$ cat src/rtl/exc_entry_seq.sv
module exc_entry_seq #(
  parameter int XLEN     = 32,
  parameter int CODE_W   = 12,
  parameter int MD_BIT   = 30,
  parameter int RB_BIT   = 29,
  parameter int BL_BIT   = 28,
  parameter logic [CODE_W-1:0] CODE_PRIV = 12'h1A0,
  parameter logic [CODE_W-1:0] CODE_BRK  = 12'h1E0,
  parameter logic [CODE_W-1:0] CODE_ADR  = 12'h5C0,
  parameter logic [CODE_W-1:0] CODE_NMI  = 12'h1C0,
  parameter logic [XLEN-1:0]   OFF_GEN   = 32'h100,
  parameter logic [XLEN-1:0]   OFF_NMI   = 32'h600
) (
  input  logic              clk,
  input  logic              rst_n,
  input  logic [XLEN-1:0]   cur_pc,
  input  logic [XLEN-1:0]   next_pc,
  input  logic [XLEN-1:0]   br_pc,
  input  logic              in_slot,
  input  logic              priv_op,
  input  logic              brk_req,
  input  logic              brk_post,
  input  logic              mem_req,
  input  logic [1:0]        mem_size,
  input  logic [1:0]        mem_addr_lo,
  input  logic              nmi_pin,
  input  logic              nmi_blmsk,
  input  logic [XLEN-1:0]   sr_in,
  input  logic [XLEN-1:0]   vbr,
  output logic              exc_take,
  output logic [XLEN-1:0]   exc_spc,
  output logic [XLEN-1:0]   exc_ssr,
  output logic [CODE_W-1:0] exc_code,
  output logic              exc_is_int,
  output logic [XLEN-1:0]   exc_sr,
  output logic [XLEN-1:0]   exc_tgt
);

  localparam logic [XLEN-1:0] ENTRY_SET =
    (XLEN'(1) << MD_BIT) | (XLEN'(1) << RB_BIT) | (XLEN'(1) << BL_BIT);

  logic nmi_pin_q, nmi_pend;
  logic user_mode, blocked;
  logic word_bad, long_bad;
  logic c_brk, c_priv, c_adr, nmi_avail, c_nmi;
  logic take_d, int_d;
  logic [CODE_W-1:0] code_d;
  logic [XLEN-1:0]   spc_d, off_d;

  assign user_mode = ~sr_in[MD_BIT];
  assign blocked   = sr_in[BL_BIT] & ~nmi_blmsk;

  assign word_bad = (mem_size == 2'b01) & mem_addr_lo[0];
  assign long_bad = (mem_size == 2'b10) & (|mem_addr_lo);

  assign c_brk     = brk_req;
  assign c_priv    = priv_op & in_slot & user_mode;
  assign c_adr     = mem_req & (word_bad | long_bad);
  assign nmi_avail = nmi_pend | (nmi_pin & ~nmi_pin_q);
  assign c_nmi     = nmi_avail & ~blocked;

  always_comb begin
    take_d = 1'b1;
    int_d  = 1'b0;
    off_d  = OFF_GEN;
    code_d = '0;
    spc_d  = cur_pc;
    if (c_brk) begin
      code_d = CODE_BRK;
      spc_d  = brk_post ? next_pc : cur_pc;
    end else if (c_priv) begin
      code_d = CODE_PRIV;
      spc_d  = br_pc;
    end else if (c_adr) begin
      code_d = CODE_ADR;
    end else if (c_nmi) begin
      code_d = CODE_NMI;
      spc_d  = next_pc;
      int_d  = 1'b1;
      off_d  = OFF_NMI;
    end else begin
      take_d = 1'b0;
    end
  end

  always_ff @(posedge clk) begin
    if (!rst_n) begin
      nmi_pin_q  <= 1'b0;
      nmi_pend   <= 1'b0;
      exc_take   <= 1'b0;
      exc_spc    <= '0;
      exc_ssr    <= '0;
      exc_code   <= '0;
      exc_is_int <= 1'b0;
      exc_sr     <= '0;
      exc_tgt    <= '0;
    end else begin
      nmi_pin_q <= nmi_pin;
      nmi_pend  <= nmi_avail & ~(take_d & int_d);
      exc_take  <= take_d;
      if (take_d) begin
        exc_spc    <= spc_d;
        exc_ssr    <= sr_in;
        exc_code   <= code_d;
        exc_is_int <= int_d;
        exc_sr     <= sr_in | ENTRY_SET;
        exc_tgt    <= vbr + off_d;
      end
    end
  end

  AST_SR_ENTRY: assert property (@(posedge clk) disable iff (!rst_n)
    exc_take |-> ((exc_sr & ENTRY_SET) == ENTRY_SET));
  AST_SSR_SAVE: assert property (@(posedge clk) disable iff (!rst_n)
    exc_take |-> (exc_ssr == $past(sr_in)));
  AST_USER_ONLY: assert property (@(posedge clk) disable iff (!rst_n)
    (priv_op && in_slot && !user_mode && !brk_req && !mem_req && !nmi_avail) |=> !exc_take);
  AST_NMI_VEC: assert property (@(posedge clk) disable iff (!rst_n)
    (exc_take && exc_is_int) |-> (exc_tgt == $past(vbr) + OFF_NMI && exc_code == CODE_NMI));
  AST_NMI_HELD: assert property (@(posedge clk) disable iff (!rst_n)
    (sr_in[BL_BIT] && !nmi_blmsk) |=> !(exc_take && exc_is_int));
  AST_PEND_KEEP: assert property (@(posedge clk) disable iff (!rst_n)
    (nmi_avail && !(exc_take && exc_is_int) && (brk_req || blocked)) |=> nmi_pend);
  AST_BRK_WINS: assert property (@(posedge clk) disable iff (!rst_n)
    brk_req |=> (exc_take && exc_code == CODE_BRK));
  AST_HOLD: assert property (@(posedge clk) disable iff (!rst_n)
    !exc_take |-> ($stable(exc_spc) && $stable(exc_code) && $stable(exc_tgt)));

endmodule

$ cat config.mk
export PLATFORM = sky130hd
export DESIGN_NAME = exc_entry_seq
export DESIGN_NICKNAME = d
export VERILOG_FILES = /design/src/rtl/exc_entry_seq.sv
export SDC_FILE = /design/constraint.sdc
export NUM_CORES = 1
export LEC_CHECK = 0
export BUFFER_PORTS_ARGS = -buffer_cell sky130_fd_sc_hd__buf_2
export CAP_MARGIN = 40
export CORE_AREA = 2 2 122 124
export DETAILED_ROUTE_END_ITERATION = 16
export DIE_AREA = 0 0 124 126
export GPL_TIMING_DRIVEN = 0
export MAX_ROUTING_LAYER = met4
export PLACE_DENSITY = 0.73
export REMOVE_ABC_BUFFERS = 1
export SLEW_MARGIN = 30
export SYNTH_ARGS = -nofsm -noshare
export SYNTH_HDL_FRONTEND = slang
export SYNTH_SLANG_ARGS = --single-unit
$ cat constraint.sdc
create_clock -name clk -period 5.29 [get_ports clk]
set_input_delay 0.2645 -clock clk [delete_from_list [all_inputs] [get_ports clk]]
set_output_delay 0.2645 -clock clk [all_outputs]
set_load 0.01 [all_outputs]
==> results.py <==
metrics = {
    "layout": {
        "n_fill_cell": 1398,
        "nets": 1079,
        "regArea_sq_mm": 0.00210,
        "final_common_cell": "buf_2",
        "mostFrequentLayoutCells": "buf_2, dfxtp_1, nand2_1",
        "syn2layout_area_growth_pct": 30.9,
        "drive_gt1_frac": 0.416,
        "multi_input_area_sq_mm": 0.00314,
        "fin_util": 0.523,
    },
    "route": {
        "dr_wl_met2_um": 8100,
        "drc_errors": 0,
        "drtIter0Drc": 183,
        "avgRoutedWirePerCell_um": 14.9,
        "wl_met1_um": 6850,
        "routed_wl_um": 16300,
        "dr_wl_met3_um": 1160,
        "detail-route-antenna-nets": 0,
        "dr.pass1.iters": 4,
        "vias": 5486,
        "top_layer_used": "met4",
        "vias_per_cell": 5.02,
    },
    "timing": {
        "hold_violations": 0,
        "timing.max_slew.rel_slack": 0.445,
        "min_period_over_period": 0.537,
        "period_minus_slack_ns": 2.84,
        "fmax_ghz": 0.352,
        "rsz0062_at_grt": "false",
        "fin_setup_tns_ns": 0,
        "fin_ws_ns": 2.45,
        "clock_skew_ns": 0.00509,
        "worstMarginPinSlew_ns": 0.832,
        "drv_slew": 0,
        "setup_violations": 0,
    },
    "yosys": {
        "synth_seq_cells": 105,
        "synth_warnings": 0,
        "avgSynthCellArea_sq_um": 8.70,
        "synth_area_sq_mm": 0.00571,
        "syn-instance-count": 657,
        "synth_cell_types": 47,
        "yosysSeqAreaShare": 0.368,
    },
    "clock_network": {
        "clkTransAtPathRegs_ns": 0.07,
        "root_buffer": "clkbuf_16",
        "ctsResizeCount": 0,
        "cts_buffers": 9,
        "cts_buffer_depth": 2,
        "insertion_delay_ns": 0.34,
        "cts_tree": "yes",
        "h-tree-depth": 3,
        "cts.sinks": 105,
        "cts_setup_buffers": 0,
        "holdBufCountCts": 0,
    },
    "critical_path": {
        "crit_path_start_kind": "input port",
        "worstSetupPathType": "in2reg",
        "critical_path_arrival_ns": 3.11,
        "crit_family": "compound AO/OA/AOI/OAI gates",
        "path_cells": "buf_2, a31oi_2, and3_1, inv_1, ha_1, fa_1, a21oi_1, nor3b_1, and3_1, xnor2_1, a21oi_1",
        "crit_fanout": 35,
        "slowest_stage": "a31oi_2",
        "worstPathBufferInverterCount": 2,
        "slowest_delay_ns": 0.46,
        "end_kind": "flop",
        "crit_required_ns": 5.56,
    },
    "floorplan": {
        "dieArea_sq_mm": 0.0156,
        "start_util": 0.399,
        "core-area_sq_mm": 0.0143,
        "die_w_um": 124,
        "ioPinCount": 315,
        "rows": 44,
        "fp.dieH_um": 126,
    },
    "grt": {
        "groute.usage.overall": 0.203,
        "grt_max_degree": 71,
        "first_global_vias": 5009,
        "grt_pass1_wl_um": 24600,
        "antenna_found_initial": 2,
        "grt_overflow": 0,
    },
    "placed_design": {
        "port_buffers": 307,
        "place_ws_ns": 2.08,
        "place_congestion": 0.825,
        "dp_hpwl_um": 12200,
    },
    "power_and_ir_drop": {
        "max-vdd-ir-drop_v": 0.000168,
        "power_leakage_nw": 3.56,
        "powerDensity_mw_per_mm2": 276,
    },
    "run": {
        "cap_violations": 0,
    },
    "hold_path": {
        "hold_path.class": "in2reg",
    },
    "status": {
        "status": "completed",
    },
}
## metrics by stage
stage	total power, W	cells	hold WS (ns)	cell area [sq um]
detailed placement	0.00142	1075	0.439	7180
floorplan	0.00117	574	0.382	5220
CTS	0.00210	1090	0.118	7480
finish	0.00207	1092	0.142	7480
global placement	0.00140	1065	0.435	6990
global route	0.00219	1092	0.134	7480
## per-layer routing
| metal | track usage | vias up |
|---|---|---|
| met1 | 0.236 | 2518 |
| met2 | 0.355 | 187 |
| li1 | - | 2766 |
| met3 | 0.0376 | 15 |
| met5 | - | - |
| met4 | 0.0575 | 0 |
## flip-flops by register name (all words and copies together), names as in the netlist
signal	count
exc_spc	32
exc_is_int	1
exc_sr	1
exc_take	1
nmi_pin_q	1
exc_tgt	32
nmi_pend	1
exc_code	4
exc_ssr	32
## final cells by class
cell class,instances,area share
Antenna cell,2,0.000669
Clock buffer,9,0.0301
Clock inverter,6,0.00903
Inverter,5,0.00251
Multi-Input combinational cell,464,0.420
Sequential cell,105,0.281
Tap cell,184,0.0308
Timing Repair Buffer,317,0.226
## final timing paths
check / slack (ns) / endpoint / start / cells past startpoint
setup reg to reg: 2.57 / exc_tgt[16] / nmi_pin_q / 11
hold reg to reg: 0.44 / exc_ssr[29] / exc_ssr[29] / 2
setup / recovery: 2.45 / exc_tgt[16] / brk_req / 11
hold / removal: 0.14 / nmi_pin_q / nmi_pin / 2
## Yosys cell counts, drive strengths merged
| master | n | area share |
|---|---|---|
| nor4 | 3 | 0.0059 |
| nand2b | 1 | 0.0011 |
| a31oi | 33 | 0.037 |
| clkbuf | 25 | 0.016 |
| a21oi | 19 | 0.018 |
| fa | 1 | 0.0035 |
| o211ai | 1 | 0.0022 |
| inv | 5 | 0.0033 |
| a21boi | 45 | 0.059 |
| nor2b | 34 | 0.037 |
| dfxtp | 105 | 0.37 |
| xor2 | 10 | 0.015 |
| a211oi | 1 | 0.0022 |
| nand3b | 1 | 0.0013 |
| mux2 | 32 | 0.063 |
| conb | 1 | 0.00066 |
| mux2i | 32 | 0.056 |
| nor4b | 1 | 0.0015 |
| and4bb | 1 | 0.0022 |
| nor2 | 7 | 0.0046 |
| xnor2 | 12 | 0.018 |
| nand2 | 96 | 0.063 |
| nor4bb | 1 | 0.0018 |
| and2 | 3 | 0.0033 |
| ha | 3 | 0.0066 |
| and4 | 1 | 0.0015 |
| o21ai | 54 | 0.048 |
| o21a | 4 | 0.0053 |
| nor3 | 3 | 0.0035 |
| o211a | 5 | 0.0088 |
| and3 | 5 | 0.0055 |
| nor3b | 2 | 0.0026 |
| nand4 | 6 | 0.0092 |
| nand3 | 8 | 0.0079 |
| a22oi | 32 | 0.042 |
| buf | 64 | 0.074 |
## logic make-up after synthesis
kind of cell	Yosys count	synth area share
AOI/OAI and AO/OA	194	0.223
and+or+nand+nor	173	0.152
DFF	105	0.368
buffers and inverters	94	0.0937
muxes	64	0.119
xor gates and xnor gates	22	0.0337
adders and majority gates	4	0.0101
other	1	0.000656
## report_power, final
group	internal (W)	switching [W]
Clock	0.000366	0.000298
Sequential	0.000863	0.0000378
Combinational	0.000232	0.000271
Total	0.00146	0.000607
Power figures use the tool's default switching activity.
